[config.mk]
export PLATFORM = sky130hd
export DESIGN_NAME = serial_tx_core
export DESIGN_NICKNAME = d
export VERILOG_FILES = /design/src/rtl/serial_tx_pkg.sv /design/src/rtl/tx_hold_fifo.sv /design/src/rtl/tx_frame_shifter.sv /design/src/rtl/serial_tx_core.sv
export SDC_FILE = /design/constraint.sdc
export NUM_CORES = 1
export LEC_CHECK = 0
export ABC_AREA = 1
export CELL_PAD_IN_SITES_DETAIL_PLACEMENT = 0
export CELL_PAD_IN_SITES_GLOBAL_PLACEMENT = 2
export CORE_MARGIN = 4
export CORE_UTILIZATION = 40
export CTS_BUF_LIST = sky130_fd_sc_hd__clkbuf_2
export CTS_CLUSTER_DIAMETER = 120
export DETAILED_ROUTE_END_ITERATION = 12
export DONT_BUFFER_PORTS = 1
export PLACE_DENSITY = 0.8
export SLEW_MARGIN = 5
export SYNTH_ARGS = -nofsm -noshare
export SYNTH_HDL_FRONTEND = slang
export SYNTH_HIERARCHICAL = 1
export SYNTH_SLANG_ARGS = --single-unit
[constraint.sdc]
create_clock -name clk_i -period 2.3 [get_ports clk_i]
set_input_delay 0 -clock clk_i [delete_from_list [all_inputs] [get_ports clk_i]]
set_output_delay 0 -clock clk_i [all_outputs]
set_load 0.05 [all_outputs]
[src/rtl/serial_tx_pkg.sv]
`timescale 1ns/1ps
package serial_tx_pkg;
  typedef enum logic [2:0] {
    ST_IDLE  = 3'd0,
    ST_START = 3'd1,
    ST_DATA  = 3'd2,
    ST_PAR   = 3'd3,
    ST_STOP  = 3'd4
  } tx_state_e;

  localparam int unsigned BYTE_W = 8;
endpackage

[src/rtl/tx_hold_fifo.sv]
`timescale 1ns/1ps
module tx_hold_fifo #(
  parameter int unsigned DEPTH = 32,
  parameter int unsigned W     = 8
) (
  input  logic                         clk_i,
  input  logic                         rst_ni,
  input  logic                         flush_i,
  input  logic                         queue_mode_i,
  input  logic                         push_i,
  input  logic [W-1:0]                 data_i,
  input  logic                         pop_i,
  output logic [W-1:0]                 data_o,
  output logic                         empty_o,
  output logic [$clog2(DEPTH+1)-1:0]   fill_o
);
  localparam int unsigned AW = $clog2(DEPTH);
  localparam int unsigned CW = $clog2(DEPTH+1);

  logic [W-1:0]  mem [DEPTH];
  logic [AW-1:0] wptr, rptr;
  logic [CW-1:0] count, cap;
  logic          full, push_ok, pop_ok;

  assign cap     = queue_mode_i ? CW'(DEPTH) : CW'(1);
  assign full    = count >= cap;
  assign empty_o = count == '0;
  assign push_ok = push_i && !full && !flush_i;
  assign pop_ok  = pop_i && !empty_o && !flush_i;
  assign data_o  = mem[rptr];
  assign fill_o  = count;

  always_ff @(posedge clk_i) begin
    if (push_ok) mem[wptr] <= data_i;
  end

  always_ff @(posedge clk_i or negedge rst_ni) begin
    if (!rst_ni) begin
      wptr  <= '0;
      rptr  <= '0;
      count <= '0;
    end else if (flush_i) begin
      wptr  <= '0;
      rptr  <= '0;
      count <= '0;
    end else begin
      if (push_ok) wptr <= (wptr == AW'(DEPTH-1)) ? '0 : wptr + 1'b1;
      if (pop_ok)  rptr <= (rptr == AW'(DEPTH-1)) ? '0 : rptr + 1'b1;
      case ({push_ok, pop_ok})
        2'b10:   count <= count + 1'b1;
        2'b01:   count <= count - 1'b1;
        default: count <= count;
      endcase
    end
  end
endmodule

[src/rtl/tx_frame_shifter.sv]
`timescale 1ns/1ps
module tx_frame_shifter
  import serial_tx_pkg::*;
(
  input  logic              clk_i,
  input  logic              rst_ni,
  input  logic              tick_i,
  input  logic              avail_i,
  input  logic [BYTE_W-1:0] data_i,
  input  logic [1:0]        data_bits_i,
  input  logic              parity_en_i,
  input  logic              parity_odd_i,
  input  logic              two_stop_i,
  output logic              pop_o,
  output logic              tx_o,
  output logic              idle_o
);
  tx_state_e         state;
  logic [BYTE_W-1:0] sh;
  logic [2:0]        cnt, last_idx;
  logic              par_q, pen_q, two_q, stop_cnt;
  logic              last_stop, frame_end;
  logic [BYTE_W-1:0] mask;

  assign mask      = 8'hFF >> (2'd3 - data_bits_i);
  assign last_stop = !two_q || stop_cnt;
  assign frame_end = (state == ST_IDLE) || (state == ST_STOP && last_stop);
  assign pop_o     = tick_i && avail_i && frame_end;
  assign idle_o    = state == ST_IDLE;

  always_ff @(posedge clk_i or negedge rst_ni) begin
    if (!rst_ni) begin
      state    <= ST_IDLE;
      tx_o     <= 1'b1;
      sh       <= '0;
      cnt      <= '0;
      last_idx <= '0;
      par_q    <= 1'b0;
      pen_q    <= 1'b0;
      two_q    <= 1'b0;
      stop_cnt <= 1'b0;
    end else if (tick_i) begin
      unique case (state)
        ST_IDLE, ST_STOP: begin
          if (state == ST_STOP && !last_stop) begin
            stop_cnt <= 1'b1;
          end else if (avail_i) begin
            // settings are latched per frame
            state    <= ST_START;
            tx_o     <= 1'b0;
            sh       <= data_i;
            last_idx <= {1'b1, data_bits_i};
            par_q    <= ^(data_i & mask) ^ parity_odd_i;
            pen_q    <= parity_en_i;
            two_q    <= two_stop_i;
            stop_cnt <= 1'b0;
          end else begin
            state <= ST_IDLE;
            tx_o  <= 1'b1;
          end
        end
        ST_START: begin
          tx_o  <= sh[0];
          sh    <= sh >> 1;
          cnt   <= '0;
          state <= ST_DATA;
        end
        ST_DATA: begin
          if (cnt == last_idx) begin
            if (pen_q) begin
              tx_o  <= par_q;
              state <= ST_PAR;
            end else begin
              tx_o  <= 1'b1;
              state <= ST_STOP;
            end
          end else begin
            tx_o <= sh[0];
            sh   <= sh >> 1;
            cnt  <= cnt + 1'b1;
          end
        end
        ST_PAR: begin
          tx_o  <= 1'b1;
          state <= ST_STOP;
        end
        default: begin
          state <= ST_IDLE;
          tx_o  <= 1'b1;
        end
      endcase
    end
  end
endmodule

[src/rtl/serial_tx_core.sv]
`timescale 1ns/1ps
module serial_tx_core
  import serial_tx_pkg::*;
#(
  parameter int unsigned DEPTH = 32
) (
  input  logic              clk_i,
  input  logic              rst_ni,
  input  logic              wr_en_i,
  input  logic [BYTE_W-1:0] wr_data_i,
  input  logic              fifo_en_i,
  input  logic [1:0]        data_bits_i,
  input  logic              parity_en_i,
  input  logic              parity_odd_i,
  input  logic              two_stop_i,
  input  logic              bit_tick_i,
  output logic              tx_o,
  output logic              hold_empty_o,
  output logic              tx_empty_o
);
  localparam int unsigned CW = $clog2(DEPTH+1);

  logic              en_q, flush, avail, pop, empty, idle;
  logic [BYTE_W-1:0] head;
  logic [CW-1:0]     fill;

  always_ff @(posedge clk_i or negedge rst_ni) begin
    if (!rst_ni) en_q <= 1'b0;
    else         en_q <= fifo_en_i;
  end

  assign flush = fifo_en_i ^ en_q;
  assign avail = !empty && !flush;

  tx_hold_fifo #(.DEPTH(DEPTH), .W(BYTE_W)) u_fifo (
    .clk_i        (clk_i),
    .rst_ni       (rst_ni),
    .flush_i      (flush),
    .queue_mode_i (en_q),
    .push_i       (wr_en_i),
    .data_i       (wr_data_i),
    .pop_i        (pop),
    .data_o       (head),
    .empty_o      (empty),
    .fill_o       (fill)
  );

  tx_frame_shifter u_shift (
    .clk_i        (clk_i),
    .rst_ni       (rst_ni),
    .tick_i       (bit_tick_i),
    .avail_i      (avail),
    .data_i       (head),
    .data_bits_i  (data_bits_i),
    .parity_en_i  (parity_en_i),
    .parity_odd_i (parity_odd_i),
    .two_stop_i   (two_stop_i),
    .pop_o        (pop),
    .tx_o         (tx_o),
    .idle_o       (idle)
  );

  assign hold_empty_o = empty;
  assign tx_empty_o   = empty && idle;
endmodule

==> impl_metrics.env, run 1 <==
export IMPL_cts_buffers=78
export IMPL_drt_wl_total_um=35900
export IMPL_fin_crit_ns=2.42
export IMPL_status="finished with violations"
export IMPL_multiInputGateArea_um2=4410
export IMPL_overflow=0
export IMPL_critPathKind="flop to flop"
export IMPL_final_cell_mix="nand2_1, edfxtp_1, clkbuf_2"
export IMPL_tns_ns=-0.199
export IMPL_layout_commonest_cell="nand2_1"
export IMPL_io_pins=21
export IMPL_place_hpwl_um=20400
export IMPL_dieArea_um2=35100
export IMPL_worst_pin_slew_ns=1.19
export IMPL_min_period_over_period=1.05
export IMPL_worst_path_max_fanout=7
export IMPL_comb_power_share=0.351
export IMPL_dr_pass1_iters=5
export IMPL_rows=65
export IMPL_slew_violations=0
export IMPL_clkTransAtPathRegs_ns=0.10
export IMPL_pwr_share_seq=0.413
export IMPL_clk_latency_ns=0.90
export IMPL_vias=9683
export IMPL_routedWlPerCell_um=18.9
export IMPL_placed_area_um2=14200
export IMPL_worst_clock_skew_ns=0.0789
export IMPL_min_path_type="primary input to flop"
export IMPL_ys_ff_latch=295
export IMPL_root_buffer="clkbuf_2"
export IMPL_htreeDepth=3
export IMPL_core_area_um2=31600
export IMPL_hold_viol=2
export IMPL_antenna_found_initial=4
export IMPL_rr_worst_depth=20
export IMPL_reg2reg_from="u_fifo/rptr[0]$_DFFE_PN0P_"
export IMPL_grt_max_degree=59
export IMPL_synth_cells=1224
export IMPL_irDropWorstVdd_mv=0.488
export IMPL_finalSetupViolations=3
export IMPL_worst_ep_required_time_ns=3.08
export IMPL_powerDensity_nw_per_um2=908
export IMPL_worstSetupEndpoint="u_shift/par_q$_DFFE_PN0P_"
export IMPL_clkPwrFrac=0.236
export IMPL_p_sw_frac=0.353
export IMPL_avgSynthCellArea_um2=10.5
export IMPL_synth_fp_nets=1257
export IMPL_ant_nets=0
export IMPL_max_cap_violations=0
export IMPL_synth_cell_type_count=33
export IMPL_violations="negative hold slack, negative setup slack"
export IMPL_setup_slack_ns=-0.116
export IMPL_die_y_um=187
export IMPL_cts_tree="built"
export IMPL_final_nets=1476
export IMPL_syn_to_final_growth_pct=30.3
export IMPL_drc=0
export IMPL_place_gp_congestion=0.764
export IMPL_cts_sinks=295
export IMPL_grt_use_total=0.193
export IMPL_grt_pass1_vias=9309
export IMPL_stdcell_area_um2=16800
export IMPL_r2r_end="u_shift/par_q$_DFFE_PN0P_"
export IMPL_drt_initial_drc_count=704
export IMPL_fillerInstances=2759
export IMPL_rsz0062_at_grt="yes"
export IMPL_max_freq_mhz=414
export IMPL_internal_power_mw=9.83
export IMPL_max_clock_path_buffers=3
export IMPL_leakage_nw=6.65
export IMPL_die_w_um=187
export IMPL_worst_ep_arrival_time_ns=3.20
export IMPL_synth_area_um2=12900
export IMPL_end_kind="flop"
export IMPL_initial_core_util=0.406
export IMPL_hold_slack_ns=-0.463
export IMPL_ff_latch_area_um2=8670
export IMPL_final_cells=1905
export IMPL_power_switching_mw=5.37
export IMPL_io_buffers=0
export IMPL_r2r_setup_slack_ns=-0.12
export IMPL_placed_cells=1683
export IMPL_crit_path_start_kind="flop"
export IMPL_hold_depth=6
export IMPL_viasPerCell=5.08
export IMPL_relSlewSlack=0.206
export IMPL_startpoint="u_fifo/rptr[0]$_DFFE_PN0P_"
export IMPL_yosysWarnings=6
export IMPL_drive_gt1_frac=0.304
export IMPL_grt_pass1_wl_um=52700
export IMPL_yosysSeqAreaShare=0.674
layout make-up:
class	instances	share of cell area
well taps	402	0.0300
repair buffers	194	0.132
multi-input cells	821	0.263
inverters	52	0.0138
repair inverters	1	0.000971
clock buffers	116	0.0347
clock inverters	21	0.00695
diodes	3	0.000448
flip-flops and latches	295	0.518
worst min path at each step:
stage,start,endpoint,slack [ns]
2_1_floorplan,rst_ni,en_q$_DFF_PN0_,-0.30
3_3_place_gp,rst_ni,u_shift/cnt[1]$_DFFE_PN0P_,-0.29
3_5_place_dp,rst_ni,u_shift/cnt[0]$_DFFE_PN0P_,-0.29
4_1_cts,parity_odd_i,u_shift/par_q$_DFFE_PN0P_,-0.62
5_1_grt,data_bits_i[0],u_shift/par_q$_DFFE_PN0P_,-0.52
6_report,data_bits_i[0],u_shift/par_q$_DFFE_PN0P_,-0.46
worst max-delay path: stages, from the launching register on:
cell	delay, ns
dfrtp_4	0.58
buf_6	0.16
clkinv_8	0.08
buf_12	0.12
nand2_2	0.04
nand3_1	0.06
nand2_1	0.09
a21oi_2	0.22
o31ai_4	0.15
nand2_1	0.09
nand2_1	0.06
nand2_2	0.09
inv_2	0.05
nand2_1	0.07
nand2_2	0.06
nand2_1	0.07
nand2_1	0.05
nand2_1	0.08
nand3_1	0.08
nand3_1	0.08
nand2_1	0.05
state kept, by name (all words and copies together) (netlist names):
signal,flops
u_shift/state,3
u_shift/two_q,1
u_fifo/mem,256
u_fifo/rptr,5
u_shift/pen_q,1
u_shift/sh,8
u_shift/tx_o,1
u_shift/last_idx,3
u_fifo/fill_o,6
u_shift/cnt,3
u_fifo/wptr,5
en_q,1
u_shift/par_q,1
u_shift/stop_cnt,1
power groups by stage:
stage	registers [mW]	logic, mW	clock network (mW)
2_1_floorplan	6.35	2.48	0
3_5_place_dp	6.36	3.81	0
6_report	6.27	5.34	3.59
4_1_cts	6.25	4.20	3.73
5_1_grt	6.31	5.87	4.05
3_3_place_gp	6.36	3.79	0
layer usage:
metal | wire length, um | global-route usage | vias up
met5 | 14 | 0 | -
met4 | 1060 | 0.0694 | 2
met3 | 1990 | 0.0392 | 77
met2 | 16900 | 0.302 | 279
met1 | 16000 | 0.270 | 4631
li1 | - | - | 4694
kinds of logic after synthesis:
| logic type | share of synthesized area |
|---|---|
| compound gates | 0.0592 |
| xor+xnor | 0.00613 |
| fa+ha+maj | 0.0152 |
| buf+inv | 0.0367 |
| flops | 0.674 |
| simple gates | 0.209 |
per-stage QoR:
stage / utilization / hold slack [ns] / setup slack [ns] / power [mW]
finish: 0.530 / -0.463 / -0.116 / 15.2
global route: 0.530 / -0.518 / -0.326 / 16.2
CTS: 0.496 / -0.619 / -0.0421 / 14.2
detailed placement: 0.449 / -0.294 / -0.133 / 10.2
global placement: 0.449 / -0.294 / -0.113 / 10.1
floorplan: - / -0.296 / -0.134 / 8.84
Yosys cell counts:
cell type  number  share of area
o211ai_1        1        0.00058
fa_1            1         0.0016
ha_1           14          0.014
a21oi_1        53          0.021
clkbuf_1       21         0.0061
nor3_1          1        0.00039
nor2_1         95          0.028
buf_2          24         0.0093
o21ai_1         5         0.0019
o21ai_0        48          0.019
a21oi_2         1        0.00068
nor2_4          2         0.0018
o21ai_2         1        0.00068
o31ai_1        24          0.014
nand2_1       427           0.12
xnor2_1         6         0.0041
xor2_1          3         0.0020
dfstp_2         1         0.0020
o22ai_1         4         0.0019
nand3_4         1         0.0014
inv_4           1        0.00049
inv_2           3        0.00088
buf_1           4         0.0012
buf_6           2         0.0018
nand4_1         1        0.00049
inv_1          46          0.013
nand2_2         2        0.00097
clkinv_1        2        0.00058
buf_4           5         0.0029
nor2_2          2        0.00097
nand3_1       129          0.050
edfxtp_1      256           0.60
dfrtp_1        38          0.074
timing repair:
| item | CTS | global route |
|---|---|---|
| gates cloned | 0 | 11 |
| pin swaps | 12 | 106 |
| buffers inserted | 8 | 25 |
| hold endpoints to repair | 577 | 4 |
| endpoints found under the setup margin | 255 | 270 |
| gates resized for setup | 58 | 179 |
| hold buffers | 40 | 2 |
Note: power is estimated with default switching activity, not from simulation.
==> run 2, diff against run 1 <==
- REMOVE_ABC_BUFFERS: unset -> 1
- SKIP_LAST_GASP: unset -> 1
- TNS_END_PERCENT: unset -> 50
==> impl_metrics.env, run 2 (synthesized netlist as in run 1, its figures left out) <==
export IMPL_status="finished with violations"
export IMPL_violations="negative hold slack, negative setup slack"
export IMPL_fin_crit_ns=2.41
export IMPL_ant_nets=0
export IMPL_grt_use_total=0.196
export IMPL_finalSetupViolations=2
export IMPL_antenna_found_initial=2
export IMPL_layout_commonest_cell="nand2_1"
export IMPL_crit_path_cell_trace="clkinv_8 > buf_12 > buf_16 > nand2_1 > a21oi_1 > o31ai_2 > nand2_1 > nand2_1 > nand2_2 > inv_2 > nand2_1 > nand2_1 > nand2_1 > nand2_1 > nand2_1 > nand2_1 > nand2_1 > nand3_1 > nand2_1"
export IMPL_final_util=0.513
export IMPL_grt_pass1_wl_um=53400
export IMPL_relSlewSlack=0.600
export IMPL_clkPwrFrac=0.262
export IMPL_startpoint="u_fifo/rptr[0]$_DFFE_PN0P_"
export IMPL_vias=9498
export IMPL_dieArea_um2=35100
export IMPL_p_total_mw=14.8
export IMPL_fillerInstances=2821
export IMPL_final_cell_mix="nand2_1, edfxtp_1, nand3_1"
export IMPL_drt_initial_drc_count=667
export IMPL_ff_latch_area_um2=8670
export IMPL_largest_reg_flops=256
export IMPL_hold_slack_ns=-0.368
export IMPL_r2r_setup_slack_ns=-0.11
export IMPL_worst_ep_arrival_time_ns=3.13
export IMPL_multiInputGateArea_um2=4090
export IMPL_end_kind="flop"
export IMPL_final_nets=1456
export IMPL_crit_path_start_kind="flop"
export IMPL_stdcell_area_um2=16200
export IMPL_worstSetupEndpoint="u_shift/par_q$_DFFE_PN0P_"
export IMPL_max_clock_path_buffers=3
export IMPL_drive_gt1_frac=0.258
export IMPL_io_buffers=0
export IMPL_grt_max_degree=40
export IMPL_cp_common_cell="nand2_1"
export IMPL_place_gp_congestion=0.778
export IMPL_clkTransAtPathRegs_ns=0.09
export IMPL_pwr_share_seq=0.422
export IMPL_powerDensity_nw_per_um2=914
export IMPL_regMostFlops="u_fifo/mem"
export IMPL_r2r_end="u_shift/par_q$_DFFE_PN0P_"
export IMPL_syn_to_final_growth_pct=26.3
export IMPL_worst_path_stages=19
export IMPL_drt_wl_total_um=34500
export IMPL_clk_latency_ns=0.86
export IMPL_leakage_nw=6.50
export IMPL_die_w_um=187
export IMPL_critPathKind="flop to flop"
export IMPL_tns_ns=-0.108
export IMPL_grt_pass1_vias=9439
export IMPL_cts_tree="built"
export IMPL_slew_violations=0
export IMPL_rr_worst_depth=19
export IMPL_min_period_over_period=1.05
export IMPL_max_stage_delay_ns=0.54
export IMPL_max_freq_mhz=416
export IMPL_worst_path_max_fanout=23
export IMPL_cpMaxStageDelayCell="dfrtp_4"
export IMPL_io_pins=21
export IMPL_viasPerCell=5.03
export IMPL_initial_core_util=0.406
export IMPL_routedWlPerCell_um=18.3
export IMPL_power_switching_mw=5.14
export IMPL_overflow=0
export IMPL_detailedPlace_worstSlack_ns=-0.205
export IMPL_dr_pass1_iters=7
export IMPL_cts_sinks=295
export IMPL_p_sw_frac=0.346
export IMPL_setup_slack_ns=-0.106
export IMPL_cts_buffers=80
export IMPL_min_path_type="primary input to flop"
export IMPL_hold_viol=2
export IMPL_worst_pin_slew_ns=0.598
export IMPL_htreeDepth=3
export IMPL_max_cap_violations=0
export IMPL_core_area_um2=31600
export IMPL_reg2reg_from="u_fifo/rptr[0]$_DFFE_PN0P_"
export IMPL_irDropWorstVdd_mv=0.393
export IMPL_rows=65
export IMPL_worst_ep_required_time_ns=3.02
export IMPL_root_buffer="clkbuf_2"
export IMPL_internal_power_mw=9.70
export IMPL_worst_path_buf_inv=4
export IMPL_worst_clock_skew_ns=0.0741
export IMPL_die_y_um=187
export IMPL_drc=0
export IMPL_placed_area_um2=14200
export IMPL_comb_power_share=0.316
export IMPL_cp_top_family="simple AND/OR/NAND/NOR gates"
export IMPL_place_hpwl_um=21100
export IMPL_rsz0062_at_grt="yes"
## run 2: changes by cell type in the layout (fill, tap and decap cells not counted), sizes merged, moves of 6 or more
cell,change
clkbuf,-8
dlygate4sd3,-6
buf,-8
clkinv,+8
## run 2: cell type report
class                   count  area share
well taps                 402      0.0310
flip-flops and latches    295       0.534
diodes                      1    0.000154
inverters                  52      0.0133
clock inverters            30      0.0128
repair buffers            173       0.121
multi-input cells         821       0.252
clock buffers             116      0.0358
## run 2: routing by layer
metal,up-vias,part of all wire,global-route usage
li1,4653,-,-
met4,0,0.021,0.0688
met5,-,0,0
met3,52,0.049,0.0349
met1,4556,0.46,0.271
met2,237,0.47,0.313
## run 2: through the flow
step | cells | hold slack [ns]
after CTS | 1886 | -0.459
after floorplan | 1168 | -0.296
after global placement | 1692 | -0.293
after global routing | 1890 | -0.395
after detailed placement | 1692 | -0.293
final | 1890 | -0.368
## run 2: power by group through the flow
stage / clock network (mW) / logic (mW) / registers (mW)
CTS: 4.04 / 4.58 / 6.26
detailed placement: 0 / 3.86 / 6.37
floorplan: 0 / 2.17 / 6.48
global route: 4.34 / 5.19 / 6.30
global placement: 0 / 3.85 / 6.36
finish: 3.89 / 4.68 / 6.26
## run 2: worst min path at each step
| stage | startpoint | endpoint | slack (ns) | depth (start not counted) |
|---|---|---|---|---|
| 2_1_floorplan | rst_ni | en_q$_DFF_PN0_ | -0.30 | 0 |
| 3_3_place_gp | rst_ni | u_shift/cnt[2]$_DFFE_PN0P_ | -0.29 | 0 |
| 3_5_place_dp | rst_ni | u_shift/cnt[1]$_DFFE_PN0P_ | -0.29 | 0 |
| 4_1_cts | data_bits_i[1] | u_shift/par_q$_DFFE_PN0P_ | -0.46 | 7 |
| 5_1_grt | data_bits_i[0] | u_shift/par_q$_DFFE_PN0P_ | -0.39 | 6 |
| 6_report | data_bits_i[1] | u_shift/par_q$_DFFE_PN0P_ | -0.37 | 7 |
## run 2: worst register-to-register path, stage by stage (launching register included)
cell	delay, ns
dfrtp_4	0.54
clkinv_8	0.13
buf_12	0.15
buf_16	0.16
nand2_1	0.07
a21oi_1	0.08
o31ai_2	0.31
nand2_1	0.09
nand2_1	0.08
nand2_2	0.07
inv_2	0.07
nand2_1	0.05
nand2_1	0.08
nand2_1	0.06
nand2_1	0.07
nand2_1	0.06
nand2_1	0.07
nand2_1	0.04
nand3_1	0.07
nand2_1	0.05
## run 2: what timing repair did
action                                 4_1_cts  5_1_grt
pin swaps                                   27       23
gates cloned                                 4        0
setup buffers                                8        2
setup endpoints to repair                   49      266
endpoints found under the hold margin      457        3
gates resized for setup                     82       74
hold buffers                                36        1
==> run 3, diff against run 2 <==
- PLACE_DENSITY: 0.8 -> unset
- PLACE_DENSITY_LB_ADDON: unset -> 0.2
==> impl_metrics.env, run 3 (synthesized netlist as in run 1, its figures left out) <==
export IMPL_end_kind="flop"
export IMPL_tns_ns=-0.279
export IMPL_clkTransAtPathRegs_ns=0.12
export IMPL_drc=0
export IMPL_clk_latency_ns=0.91
export IMPL_io_buffers=0
export IMPL_relSlewSlack=0.548
export IMPL_drt_initial_drc_count=566
export IMPL_place_gp_congestion=0.792
export IMPL_comb_power_share=0.347
export IMPL_die_w_um=187
export IMPL_crit_path_cell_trace="buf_8 > clkbuf_16 > buf_4 > o21ai_1 > nor2_1 > o31ai_4 > nand2_2 > nand2_2 > nand2_2 > nand3_2 > nand2_2 > nand2_1 > nand2_1 > nand2_2 > inv_2 > nand3_2 > nand3_2 > nand2_1"
export IMPL_cts_sinks=295
export IMPL_critPathKind="flop to flop"
export IMPL_final_util=0.539
export IMPL_regMostFlops="u_fifo/mem"
export IMPL_die_y_um=187
export IMPL_crit_path_start_kind="flop"
export IMPL_grt_use_total=0.201
export IMPL_max_stage_delay_ns=0.56
export IMPL_internal_power_mw=9.72
export IMPL_power_switching_mw=5.36
export IMPL_io_pins=21
export IMPL_p_sw_frac=0.355
export IMPL_max_freq_mhz=404
export IMPL_grt_pass1_wl_um=54400
export IMPL_leakage_nw=6.77
export IMPL_worst_pin_slew_ns=0.676
export IMPL_fillerInstances=2829
export IMPL_ant_nets=0
export IMPL_dr_pass1_iters=5
export IMPL_hold_viol=0
export IMPL_clkPwrFrac=0.238
export IMPL_slew_violations=0
export IMPL_dieArea_um2=35100
export IMPL_drive_gt1_frac=0.322
export IMPL_overflow=0
export IMPL_powerDensity_nw_per_um2=885
export IMPL_cpMaxStageDelayCell="dfrtp_4"
export IMPL_p_total_mw=15.1
export IMPL_grt_pass1_vias=9583
export IMPL_antenna_found_initial=2
export IMPL_setup_slack_ns=-0.175
export IMPL_rsz0062_at_grt="yes"
export IMPL_syn_to_final_growth_pct=32.6
export IMPL_status="finished with violations"
export IMPL_worst_ep_arrival_time_ns=3.28
export IMPL_met1_usage=0.277
export IMPL_grt_met2_usage=0.319
export IMPL_final_nets=1500
export IMPL_min_path_type="primary input to flop"
export IMPL_worst_path_max_fanout=7
export IMPL_grt_busiest_layer="met2"
export IMPL_routedWlPerCell_um=18.9
export IMPL_htreeDepth=3
export IMPL_layout_commonest_cell="nand2_1"
export IMPL_fin_crit_ns=2.48
export IMPL_place_hpwl_um=21500
export IMPL_core_area_um2=31600
export IMPL_worst_clock_skew_ns=0.0734
export IMPL_root_buffer="clkbuf_2"
export IMPL_finalSetupViolations=4
export IMPL_final_cell_mix="nand2_1, edfxtp_1, clkbuf_2"
export IMPL_cts_tree="built"
export IMPL_viasPerCell=5.05
export IMPL_largest_reg_flops=256
export IMPL_vias=9721
export IMPL_irDropWorstVdd_mv=0.383
export IMPL_r2r_setup_slack_ns=-0.18
export IMPL_final_cells=1926
export IMPL_pwr_share_seq=0.415
export IMPL_drt_wl_total_um=36400
export IMPL_rows=65
export IMPL_cts_buffers=80
export IMPL_initial_core_util=0.406
export IMPL_grt_max_degree=40
export IMPL_detailedPlace_worstSlack_ns=-0.238
export IMPL_max_cap_violations=0
export IMPL_min_period_over_period=1.08
export IMPL_max_clock_path_buffers=3
export IMPL_violations="negative setup slack"
export IMPL_cp_common_cell="nand2_2"
export IMPL_worst_ep_required_time_ns=3.11
export IMPL_met3_usage=0.0412
export IMPL_placed_cells=1706
[run 3: cell types whose count changed in the layout (fill, tap and decap cells not counted), moves of 9 or more]
cell and delta:
nand3_1 -17, buf_6 +14, a21oi_2 +11, a21oi_1 -12, nand2_1 -34, buf_8 +16
nand2_2 +30, nand3_2 +17, dlygate4sd3_1 +9
[run 3: area by class of cell]
cell class                 instances  area, um^2  share of cell area
sequential                       295        8670               0.509
multi-input combinational        821        4440               0.261
timing repair buffer             216        2480               0.145
clock buffer                     110         551              0.0323
tap                              402         503              0.0295
inverter                          52         235              0.0138
clock inverter                    27         146             0.00859
timing repair inverter             1        16.3            0.000954
antenna                            2        5.00            0.000294
[run 3: path summary, 6_finish.rpt]
| kind | from | to | depth (start not counted) |
|---|---|---|---|
| min | wr_data_i[7] | u_fifo/mem[2][7]$_DFFE_PP_ | 3 |
| max reg2reg | u_fifo/rptr[0]$_DFFE_PN0P_ | u_shift/par_q$_DFFE_PN0P_ | 18 |
| max in group asynchronous | rst_ni | u_shift/tx_o$_DFFE_PN1P_ | 4 |
| min in group asynchronous | rst_ni | u_fifo/rptr[0]$_DFFE_PN0P_ | 4 |
| max | u_fifo/rptr[0]$_DFFE_PN0P_ | u_shift/par_q$_DFFE_PN0P_ | 18 |
| min reg2reg | u_shift/sh[0]$_DFFE_PN0P_ | u_shift/sh[0]$_DFFE_PN0P_ | 2 |
[run 3: power groups by stage]
stage / combinational, mW / clock [mW] / sequential (mW)
4_1_cts: 4.22 / 3.72 / 6.25
5_1_grt: 5.77 / 4.04 / 6.29
2_1_floorplan: 2.17 / 0 / 6.48
3_5_place_dp: 3.74 / 0 / 6.36
3_3_place_gp: 3.74 / 0 / 6.36
6_report: 5.23 / 3.59 / 6.26
[run 3: timing repair]
item,CTS,global route
resized for setup,53,253
gates cloned,0,5
endpoints found under the setup margin,82,271
buffers inserted,5,23
endpoints found under the hold margin,590,1
hold buffers,51,2
pin swaps,7,95
[run 3: worst max-delay path: cells and delay by family, from the launching register on]
kind	cells	cell delay [ns]
buffers and inverters	4	0.52
AND/OR/NAND/NOR	12	0.87
flip-flops	1	0.56
AO/OA/AOI/OAI	2	0.39
[run 3: metal layers]
layer	share of wire	up-vias
met4	0.022	0
met2	0.48	248
met1	0.45	4686
met3	0.051	60
met5	0	-
li1	-	4727
[run 3: per-stage QoR]
| step | area (um^2) | hold slack [ns] |
|---|---|---|
| after floorplan | 12600 | -0.296 |
| after global placement | 14300 | -0.292 |
| after detailed placement | 14300 | -0.292 |
| after CTS | 15900 | -0.659 |
| after global routing | 17000 | 0.0475 |
| final | 17000 | 0.143 |
